## config.mk

```make
export PLATFORM = sky130hd
export DESIGN_NAME = irq_group_ctrl
export DESIGN_NICKNAME = d
export VERILOG_FILES = /design/src/rtl/irqg_pkg.sv /design/src/rtl/irqg_source_map.sv /design/src/rtl/irqg_group.sv /design/src/rtl/irqg_arbiter.sv /design/src/rtl/irq_group_ctrl.sv
export SDC_FILE = /design/constraint.sdc
export NUM_CORES = 1
export LEC_CHECK = 0
export BUFFER_PORTS_ARGS = -buffer_cell sky130_fd_sc_hd__buf_2
export CORE_UTILIZATION = 54
export DETAILED_ROUTE_END_ITERATION = 10
export HOLD_SLACK_MARGIN = 0.02
export PLACE_DENSITY = 0.77
export SETUP_SLACK_MARGIN = 0.5
export SKIP_LAST_GASP = 1
export SYNTH_ARGS = -nofsm -noshare
export SYNTH_HDL_FRONTEND = slang
export SYNTH_SLANG_ARGS = --single-unit
```

## constraint.sdc

```tcl
create_clock -name clk -period 1.7 [get_ports clk]
set_input_delay 0.085 -clock clk [delete_from_list [all_inputs] [get_ports clk]]
set_output_delay 0.085 -clock clk [all_outputs]
set_load 0.01 [all_outputs]
```

## src/rtl/irqg_pkg.sv

```systemverilog
// Package: shared types and constants for the grouped interrupt controller.
// Assumes four sources per group; the byte layouts below are fixed by software.
package irqg_pkg;
    localparam int SRC_PER_GRP = 4;
    localparam int LVL_W       = 3;
    localparam int GID_W       = 8;
    localparam int HADDR_W     = 24;
    localparam logic [HADDR_W-1:0] HANDLER_ENTRY = 24'h080008;

    // Status byte: pending flags in the high nibble, detect flags in the low.
    typedef struct packed {
        logic [SRC_PER_GRP-1:0] pend;
        logic [SRC_PER_GRP-1:0] det;
    } irqg_stat_t;

    // Configuration byte without its unused top bit.
    typedef struct packed {
        logic [LVL_W-1:0]       lvl;
        logic [SRC_PER_GRP-1:0] en;
    } irqg_cfg_t;
endpackage

```

## src/rtl/irqg_source_map.sv

```systemverilog
// Module: routes timer fire pulses and external request lines onto the
// per-group fire nibbles. Timer n goes to group index n/4, bit n%4. The
// external lines go to group number EXT_GROUP. It assumes the timer inputs
// are already single-cycle pulses.
module irqg_source_map
    import irqg_pkg::*;
#(
    parameter int NUM_GROUPS    = 10,
    parameter int NUM_TIMERS    = 10,
    parameter int EXT_GROUP     = 8,
    parameter bit EXT_EDGE_MODE = 1'b1
) (
    input  logic                                  clk,
    input  logic                                  rst_n,
    input  logic [NUM_TIMERS-1:0]                 timer_fire,
    input  logic [SRC_PER_GRP-1:0]                ext_irq,
    output logic [NUM_GROUPS-1:0][SRC_PER_GRP-1:0] grp_fire
);
    logic [SRC_PER_GRP-1:0] ext_pulse;

    generate
        if (EXT_EDGE_MODE) begin : g_edge
            logic [SRC_PER_GRP-1:0] ext_prev;
            // Remember last sampled line state for rising-edge detection.
            always_ff @(posedge clk) begin
                if (!rst_n) ext_prev <= '0;
                else        ext_prev <= ext_irq;
            end
            assign ext_pulse = ext_irq & ~ext_prev;
        end else begin : g_level
            assign ext_pulse = ext_irq;
        end

        for (genvar g = 0; g < NUM_GROUPS; g++) begin : g_grp
            logic [SRC_PER_GRP-1:0] tmr_bits;
            for (genvar s = 0; s < SRC_PER_GRP; s++) begin : g_src
                if (g * SRC_PER_GRP + s < NUM_TIMERS) begin : g_tmr
                    assign tmr_bits[s] = timer_fire[g * SRC_PER_GRP + s];
                end else begin : g_none
                    assign tmr_bits[s] = 1'b0;
                end
            end
            if (g == EXT_GROUP - 1) begin : g_ext
                assign grp_fire[g] = tmr_bits | ext_pulse;
            end else begin : g_int
                assign grp_fire[g] = tmr_bits;
            end
        end
    endgenerate
endmodule

```

## src/rtl/irqg_group.sv

```systemverilog
// Module: one interrupt group's status and configuration bytes. A status
// write replaces the byte; fires in the same cycle are applied on top of it.
// Detect ORs in enable & pending only in a cycle where the group fires.
module irqg_group
    import irqg_pkg::*;
(
    input  logic                   clk,
    input  logic                   rst_n,
    input  logic                   wr_stat,
    input  logic                   wr_cfg,
    input  logic [7:0]             wdata,
    input  logic [SRC_PER_GRP-1:0] fire,
    output logic [7:0]             stat_byte,
    output logic [7:0]             cfg_byte,
    output logic                   det_any,
    output logic [LVL_W-1:0]       level
);
    irqg_stat_t stat_q, stat_base, stat_d;
    irqg_cfg_t  cfg_q;

    // Next status: written value (if any), then fire effects on top.
    always_comb begin
        stat_base   = wr_stat ? irqg_stat_t'(wdata) : stat_q;
        stat_d.pend = stat_base.pend | fire;
        stat_d.det  = stat_base.det | ((|fire) ? (cfg_q.en & stat_d.pend) : '0);
    end

    // Status byte register.
    always_ff @(posedge clk) begin
        if (!rst_n) stat_q <= '0;
        else        stat_q <= stat_d;
    end

    // Configuration byte register; bit 7 is discarded.
    always_ff @(posedge clk) begin
        if (!rst_n)      cfg_q <= '0;
        else if (wr_cfg) cfg_q <= irqg_cfg_t'(wdata[6:0]);
    end

    assign stat_byte = stat_q;
    assign cfg_byte  = {1'b0, cfg_q};
    assign det_any   = |stat_q.det;
    assign level     = cfg_q.lvl;

    // Pending flags only clear through a status write.
    assert_pend_sticky_R4: assert property (@(posedge clk) disable iff (!rst_n)
        !wr_stat |=> ((stat_q.pend & $past(stat_q.pend)) == $past(stat_q.pend)));

    // A fire always leaves its pending flag set.
    assert_fire_sets_pend_R4: assert property (@(posedge clk) disable iff (!rst_n)
        (|fire) |=> ((stat_q.pend & $past(fire)) == $past(fire)));

    // Detect flags only clear through a status write.
    assert_det_sticky_R5: assert property (@(posedge clk) disable iff (!rst_n)
        !wr_stat |=> ((stat_q.det & $past(stat_q.det)) == $past(stat_q.det)));

    // A newly set detect bit needs its enable.
    assert_det_needs_en_R6: assert property (@(posedge clk) disable iff (!rst_n)
        !wr_stat |=> ((stat_q.det & ~$past(stat_q.det) & ~$past(cfg_q.en)) == '0));
endmodule

```

## src/rtl/irqg_arbiter.sv

```systemverilog
// Module: picks the lowest-numbered group with a nonzero detect nibble and
// reports its index and level. Purely combinational.
module irqg_arbiter
    import irqg_pkg::*;
#(
    parameter int NUM_GROUPS = 10,
    parameter int IDX_W      = 4
) (
    input  logic [NUM_GROUPS-1:0]            det_any,
    input  logic [NUM_GROUPS-1:0][LVL_W-1:0] lvl,
    output logic                             found,
    output logic [IDX_W-1:0]                 sel_idx,
    output logic [LVL_W-1:0]                 sel_lvl
);
    // Scan from the top down so the lowest set index wins.
    always_comb begin
        found   = 1'b0;
        sel_idx = '0;
        sel_lvl = '0;
        for (int i = NUM_GROUPS - 1; i >= 0; i--) begin
            if (det_any[i]) begin
                found   = 1'b1;
                sel_idx = IDX_W'(i);
                sel_lvl = lvl[i];
            end
        end
    end
endmodule

```

## src/rtl/irq_group_ctrl.sv

```systemverilog
// Module: grouped maskable interrupt controller top. It decodes the byte
// register bus, instantiates one register pair per group, and arbitrates
// the groups. It also latches the accepted level and group ID on a take.
// Assumes the address holds {group index, byte select} with byte select in bit 0.
module irq_group_ctrl
    import irqg_pkg::*;
#(
    parameter int NUM_GROUPS    = 10,
    parameter int NUM_TIMERS    = 10,
    parameter int EXT_GROUP     = 8,
    parameter bit EXT_EDGE_MODE = 1'b1,
    parameter int ADDR_W        = $clog2(NUM_GROUPS) + 1
) (
    input  logic                   clk,
    input  logic                   rst_n,
    input  logic                   reg_wr,
    input  logic [ADDR_W-1:0]      reg_addr,
    input  logic [7:0]             reg_wdata,
    output logic [7:0]             reg_rdata,
    input  logic [NUM_TIMERS-1:0]  timer_fire,
    input  logic [SRC_PER_GRP-1:0] ext_irq,
    input  logic                   gie,
    input  logic                   irq_take,
    output logic                   irq_req,
    output logic [LVL_W-1:0]       req_level,
    output logic [LVL_W-1:0]       acc_level,
    output logic [GID_W-1:0]       acc_gid,
    output logic [HADDR_W-1:0]     handler_addr
);
    localparam int IDX_W = ADDR_W - 1;

    logic [IDX_W-1:0]                        acc_idx;
    logic                                    hi_sel;
    logic [NUM_GROUPS-1:0][SRC_PER_GRP-1:0]  grp_fire;
    logic [NUM_GROUPS-1:0][7:0]              stat_bytes, cfg_bytes;
    logic [NUM_GROUPS-1:0]                   grp_det_any;
    logic [NUM_GROUPS-1:0][LVL_W-1:0]        grp_lvl;
    logic                                    found;
    logic [IDX_W-1:0]                        sel_idx;
    logic [LVL_W-1:0]                        sel_lvl;
    logic                                    accept;

    assign acc_idx = reg_addr[ADDR_W-1:1];
    assign hi_sel  = reg_addr[0];

    irqg_source_map #(
        .NUM_GROUPS(NUM_GROUPS), .NUM_TIMERS(NUM_TIMERS),
        .EXT_GROUP(EXT_GROUP), .EXT_EDGE_MODE(EXT_EDGE_MODE)
    ) u_map (
        .clk(clk), .rst_n(rst_n), .timer_fire(timer_fire),
        .ext_irq(ext_irq), .grp_fire(grp_fire)
    );

    generate
        for (genvar g = 0; g < NUM_GROUPS; g++) begin : g_grp
            logic hit;
            assign hit = reg_wr && (acc_idx == IDX_W'(g));
            irqg_group u_grp (
                .clk(clk), .rst_n(rst_n),
                .wr_stat(hit && !hi_sel), .wr_cfg(hit && hi_sel),
                .wdata(reg_wdata), .fire(grp_fire[g]),
                .stat_byte(stat_bytes[g]), .cfg_byte(cfg_bytes[g]),
                .det_any(grp_det_any[g]), .level(grp_lvl[g])
            );
        end
    endgenerate

    // Read mux: out-of-range group indices fall through to zero.
    always_comb begin
        reg_rdata = 8'h00;
        for (int g = 0; g < NUM_GROUPS; g++) begin
            if (acc_idx == IDX_W'(g)) reg_rdata = hi_sel ? cfg_bytes[g] : stat_bytes[g];
        end
    end

    irqg_arbiter #(.NUM_GROUPS(NUM_GROUPS), .IDX_W(IDX_W)) u_arb (
        .det_any(grp_det_any), .lvl(grp_lvl),
        .found(found), .sel_idx(sel_idx), .sel_lvl(sel_lvl)
    );

    assign irq_req      = gie && found;
    assign req_level    = sel_lvl;
    assign accept       = irq_take && irq_req;
    assign handler_addr = HANDLER_ENTRY;

    // Acceptance registers: level stub and group-ID (group number << 1).
    always_ff @(posedge clk) begin
        if (!rst_n) begin
            acc_level <= '0;
            acc_gid   <= '0;
        end else if (accept) begin
            acc_level <= sel_lvl;
            acc_gid   <= GID_W'((32'(sel_idx) + 32'd1) << 1);
        end
    end

    // Accepted outputs hold unless a take meets a request.
    assert_acc_hold_R10: assert property (@(posedge clk) disable iff (!rst_n)
        !accept |=> ($stable(acc_level) && $stable(acc_gid)));

    // Accepted level equals the level that was presented.
    assert_acc_level_R10: assert property (@(posedge clk) disable iff (!rst_n)
        accept |=> (acc_level == $past(req_level)));

    // A presented request always has a detected group behind it.
    assert_req_backed_R9: assert property (@(posedge clk) disable iff (!rst_n)
        irq_req |-> grp_det_any[sel_idx]);
endmodule

```

==> results of run 1 <==
worst max-delay path, cell delays in order, from the launching register on:
cell and delay [ns]:
dfxtp_2 0.32, or4_4 0.57, and3_4 0.20, o32a_1 0.34, o21ai_2 0.16, nand2_1 0.10
buf_2 0.16
cells in the final DEF (no fill, tap or decap), types with 8 or more instances in the layout:
master and n:
mux2_2 18, o21ai_2 15, buf_2 48, a32o_1 15
and2_1 8, buf_12 10, o21ai_0 50, dlygate4sd3_1 14
buf_6 9, o21ai_1 20, a21oi_1 115, nand2_1 108
mux2i_1 89, conb_1 27, a22oi_1 8, a31oi_1 8
mux4_2 8, inv_1 13, buf_4 140, nor2_1 51
mux2_4 12, dfxtp_2 14, clkbuf_16 17, dfxtp_1 148
nand3_1 51
final cells by class:
type                       instances  area, um^2
clock inverter                    13         161
fill                            1007        3860
inverter                          14        55.1
clock buffer                      19         443
sequential                       162        3260
tap                              184         230
timing repair buffer             222        1750
multi-input combinational        716        4940
how the worst max path moves through the flow:
stage / end / cells after the start
after CTS: req_level[1] / 6
final: req_level[2] / 6
after detailed placement: req_level[0] / 6
after global placement: reg_rdata[0] / 10
after floorplan: acc_gid[1]$_SDFFE_PN0P_ / 6
after global routing: req_level[1] / 6
kinds of logic (layout without fill, tap and decap cells):
kind of cell	after synthesis	in the layout	synth area share (%)
compound gates	266	267	18.6
simple gates	290	291	17.3
mux	131	131	17.6
flops	162	162	39.4
other cells	2	27	0.0912
buf+inv	119	268	7.10
report_power, final:
group | total [mW] | internal, mW | leakage, nW | switching (mW)
logic | 1.13 | 0.457 | 3.01 | 0.677
clock network | 3.97 | 2.34 | 0.285 | 1.62
registers | 3.91 | 3.86 | 1.32 | 0.0455
total | 9.01 | 6.66 | 4.61 | 2.35
metrics by stage:
stage | TNS, ns | setup slack, ns | cell area [um^2]
final | -8.69 | -0.672 | 10800
after global routing | -9.70 | -0.714 | 10800
after CTS | -8.54 | -0.682 | 10600
after detailed placement | -11.86 | -0.280 | 9660
after global placement | -8.95 | -0.270 | 9660
after floorplan | -0.813 | -0.146 | 8670
sequential cells by signal, summed over array words and instances, names as in the netlist:
signal,flops
g_grp.u_grp.stat_byte,80
g_grp.u_grp.cfg_byte,40
g_grp.u_grp.level,30
acc_gid,5
u_map.g_edge.ext_prev,4
acc_level,3
layer usage:
layer | track usage, % | wire length, um
met1 | 46.3 | 11300
met2 | 55.0 | 12600
met3 | 7.79 | 3050
met4 | 14.6 | 863
met5 | 0 | 0
timing repair:
item | in CTS | in global routing
gates resized for setup | 57 | 31
hold buffers | 14 | 0
setup endpoints to repair | 113 | 91
hold endpoints to repair | 17 | 0
gates cloned | 1 | 1
setup buffers | 5 | 9
pin swaps | 27 | 18
==> reports/metrics.yaml, run 1 <==
setup_path:
  r2r-end: "acc_gid[4]$_SDFFE_PN0P_"
  reg2reg_depth: 7
  cp_max_fo: 4
  timing.rr.start: "g_grp[5].u_grp.stat_byte[0]$_SDFFE_PN0P_"
  ff2ff_setup_slack_ns: -0.43
  critPathKind: "register to output pin"
  crit_required_ns: 1.62
  start_kind: "register"
  cp-end-kind: "output pin"
  crit_arrival_ns: 2.29
  cp-startpoint: "g_grp[6].u_grp.stat_byte[1]$_SDFFE_PN0P_"
synthesis:
  yosysUniqueCellTypes: 48
  synth_largest_area_cell: "dfxtp_1"
  ys_seq_area_share_pct: 39.4
  synthTopCellsByArea: "dfxtp_1 39%, mux2i_1 11%, a21oi_1 7.2%"
  synth.most_common_cell: "dfxtp_1"
  syn_avg_cell_area_um2: 8.49
  ys.flop_type: "dfxtp_1"
  ys_top_cells_by_count: "162 x dfxtp_1, 118 x a21oi_1, 115 x nand2_1"
  async_flop_share_pct: 0
  synth_edf_count: 0
  ys_warn_count: 0
  synth_top_area_share_pct: 39.4
  synth_cells: 970
  syn_area_um2: 8230
  synth_seq_cells: 162
placed_design:
  detailedPlacementHpwl_um: 18200
  place_inst: 1268
  port_buffers: 51
  gp_congestion: 0.883
route:
  viasPerCell: 6.30
  routed_wl_um: 27900
  num_vias: 8375
  first_pass_iters: 9
  wl_per_cell_um: 20.9
  ant_nets: 0
  drc_errors: 9
  drt_iter0_drc: 1042
power:
  p_total_mw: 9.01
  leakagePower_nw: 4.61
  vdd_ir_drop_max_uv: 767
  power_density_nw_per_um2: 831
sta:
  fmaxAchievable_mhz: 422
  setup_viol: 20
  hold_viol: 0
  holdWs_ns: 0.0626
  timing.final.crit_share_pct: 140
  finalCriticalPeriod_ns: 2.37
  slew_headroom_pct: 54.2
  rsz0062_at_grt: "yes"
  worstMarginPinSlew_ns: 0.687
  skew_ns: 0.00684
  setup_slack_ns: -0.672
  slew_viol_final: 0
cts:
  clock-sinks: 162
  root_buffer: "clkbuf_16"
  cts.clk_slew.worst_paths_ns: 0.06
  cts-buffers-inserted: 17
  cts_tree: "done"
  clock_latency_ns: 0.44
  clk_path_buf_depth: 2
  htreeDepth: 4
grt:
  antenna_found_initial: 0
  grt_first_pass_wirelength_um: 42700
  grt_pass1_vias: 7883
  grt-ovfl-total: 0
  grt_usage_pct: 35.0
  grt_start_max_net_pins: 55
layout:
  area_growth_syn_to_layout_pct: 31.7
  diodes: 0
  post-route-util_pct: 73.7
  fin_cells: 1330
  num-nets-final: 1165
  layout-drive-gt1-share_pct: 32.8
hold_path:
  min_path_cells: 3
  min_to: "g_grp[1].u_grp.stat_byte[2]$_SDFF_PN0_"
  hp-class: "input port to register"
  worstHoldStart: "timer_fire[4]"
floorplan:
  die_y_um: 125
  core_area_um2: 14700
  initial_core_util_pct: 56.0
  die_w_um: 125
  io_pins: 79
  core.rowCount: 44
  dieArea_um2: 15700
status:
  violations: "design-rule violations, negative setup slack"
  status: "finished with violations"
run:
  cap_violations: 0
No activity file was read; power rests on OpenSTA's default activity.
==> run 2, diff against run 1 <==
--- a/config.mk
+++ b/config.mk
@@ -5,11 +5,13 @@
 export SDC_FILE = /design/constraint.sdc
 export NUM_CORES = 1
 export LEC_CHECK = 0
+export ABC_CLOCK_PERIOD_IN_PS = 1700
 export BUFFER_PORTS_ARGS = -buffer_cell sky130_fd_sc_hd__buf_2
-export CORE_UTILIZATION = 54
+export CORE_UTILIZATION = 55
+export CTS_BUF_LIST = sky130_fd_sc_hd__clkbuf_4
 export DETAILED_ROUTE_END_ITERATION = 10
 export HOLD_SLACK_MARGIN = 0.02
-export PLACE_DENSITY = 0.77
+export PLACE_DENSITY = 0.78
 export SETUP_SLACK_MARGIN = 0.5
 export SKIP_LAST_GASP = 1
 export SYNTH_ARGS = -nofsm -noshare
==> reports/metrics.yaml, run 2 (same netlist as run 1, synthesis figures left out) <==
status:
  status: "finished with violations"
  violations: "negative setup slack"
setup_path:
  cp-end-kind: "output pin"
  critPathKind: "register to output pin"
  start_kind: "register"
  cp_max_fo: 5
  crit_required_ns: 1.62
  crit_arrival_ns: 2.50
cts:
  cts_tree: "done"
  clock_latency_ns: 0.60
  cts-buffers-inserted: 17
  clock-sinks: 162
  cts.clk_slew.worst_paths_ns: 0.15
  htreeDepth: 4
  root_buffer: "clkbuf_4"
  clk_path_buf_depth: 2
floorplan:
  core_area_um2: 14600
  initial_core_util_pct: 56.4
  io_pins: 79
  die_y_um: 124
  core.rowCount: 44
  die_w_um: 124
  dieArea_um2: 15500
placed_design:
  placed_area_um2: 9590
  dpl_worst_slack_ns: -0.284
  place_inst: 1259
  port_buffers: 51
  detailedPlacementHpwl_um: 17900
  gp_congestion: 0.932
layout:
  largest_reg_flops: 80
  num-nets-final: 1170
  fin_area_um2: 10700
  post-route-util_pct: 73.1
  layout_commonest_cell: "buf_4"
  fin_cells: 1337
  area_growth_syn_to_layout_pct: 29.5
  layout_common_cells: "140 x buf_4, 135 x dfxtp_1, 117 x a21oi_1"
  layout-drive-gt1-share_pct: 33.8
grt:
  grt_start_max_net_pins: 57
  busiest_layer: "met2"
  grt_first_pass_wirelength_um: 42700
  gr-usage-met2_pct: 55.9
  grt-ovfl-total: 0
  grt_pass1_vias: 7989
  met1_usage_pct: 43.7
  grt_usage_pct: 35.3
  met3_usage_pct: 10.8
  antenna_found_initial: 1
power:
  leakagePower_nw: 4.50
  p_total_mw: 7.61
  p_switching_mw: 2.25
  vdd_ir_drop_max_uv: 482
  intPower_mw: 5.37
  power_frac_seq_pct: 51.4
  power_density_nw_per_um2: 714
  p_comb_share_pct: 15.3
  clkPwrFrac_pct: 33.3
  swShare_pct: 29.5
route:
  ant_nets: 0
  num_vias: 8425
  viasPerCell: 6.30
  drt_iter0_drc: 1016
  first_pass_iters: 8
  wl_per_cell_um: 21.0
  drc_errors: 0
  routed_wl_um: 28100
sta:
  setup_slack_ns: -0.886
  rsz0062_at_grt: "yes"
  hold_viol: 0
  tns_ns: -11.14
  skew_ns: 0.0194
  timing.final.crit_share_pct: 152
  setup_viol: 20
  slew_viol_final: 0
  holdWs_ns: 0.0489
  worstMarginPinSlew_ns: 0.676
  slew_headroom_pct: 55.0
  fmaxAchievable_mhz: 387
  finalCriticalPeriod_ns: 2.59
hold_path:
  hp-class: "input port to register"
run:
  cap_violations: 0
-- run 2: cell types whose count changed in the layout (fill, tap and decap cells not counted), sizes merged --
cell,before,now
dlygate4sd3,14,23
inv,14,18
diode,0,2
buf,208,205
clkinv,6,2
clkinvlp,4,6
or3,2,1
clkbuf,19,17
-- run 2: power by group through the flow --
stage                     sequential [mW]  combinational [mW]  clock, mW
after floorplan                      3.98               0.649          0
after CTS                            3.90                1.07       2.52
after global placement               3.98               0.941          0
final                                3.91                1.16       2.54
after detailed placement             3.99               0.953          0
after global routing                 3.92                1.21       2.69
-- run 2: final timing paths --
| check | end | slack (ns) | depth (start not counted) | from |
|---|---|---|---|---|
| worst min-delay path | acc_level[2]$_SDFFE_PN0P_ | 0.05 | 5 | irq_take |
| worst max register to register | acc_gid[3]$_SDFFE_PN0P_ | -0.49 | 7 | g_grp[6].u_grp.stat_byte[3]$_SDFFE_PN0P_ |
| worst min register to register | g_grp[6].u_grp.stat_byte[4]$_SDFFE_PN0P_ | 0.47 | 2 | g_grp[6].u_grp.stat_byte[4]$_SDFFE_PN0P_ |
| worst max-delay path | req_level[0] | -0.89 | 6 | g_grp[5].u_grp.stat_byte[1]$_SDFFE_PN0P_ |
-- run 2: final cells by class --
class / count / area (um^2)
multi-input combinational: 715 / 4980
fill: 1036 / 3930
sequential: 162 / 3280
timing repair buffer: 228 / 1800
tap: 184 / 230
clock inverter: 15 / 183
clock buffer: 17 / 128
inverter: 14 / 55.1
antenna: 2 / 5.00
-- run 2: critical path: stages, from the launching register on --
cell     delay (ns)
dfxtp_2        0.36
or4_4          0.59
and2_4         0.17
o32a_1         0.33
o21ai_2        0.19
nand2_1        0.10
buf_2          0.15
-- run 2: metal layers --
layer	up-vias	wire length [um]	share of wire, %
li1	3767	-	-
met1	4015	10700	38
met2	540	13000	47
met3	103	3100	11
met4	0	1170	4.2
met5	-	0	0
-- run 2: repair_timing --
action | in CTS | in global routing
pin swaps | 31 | 22
endpoints found under the setup margin | 53 | 76
buffers inserted | 10 | 10
endpoints found under the hold margin | 98 | 0
gates cloned | 1 | 0
resized for setup | 65 | 38
hold buffers | 23 | 0
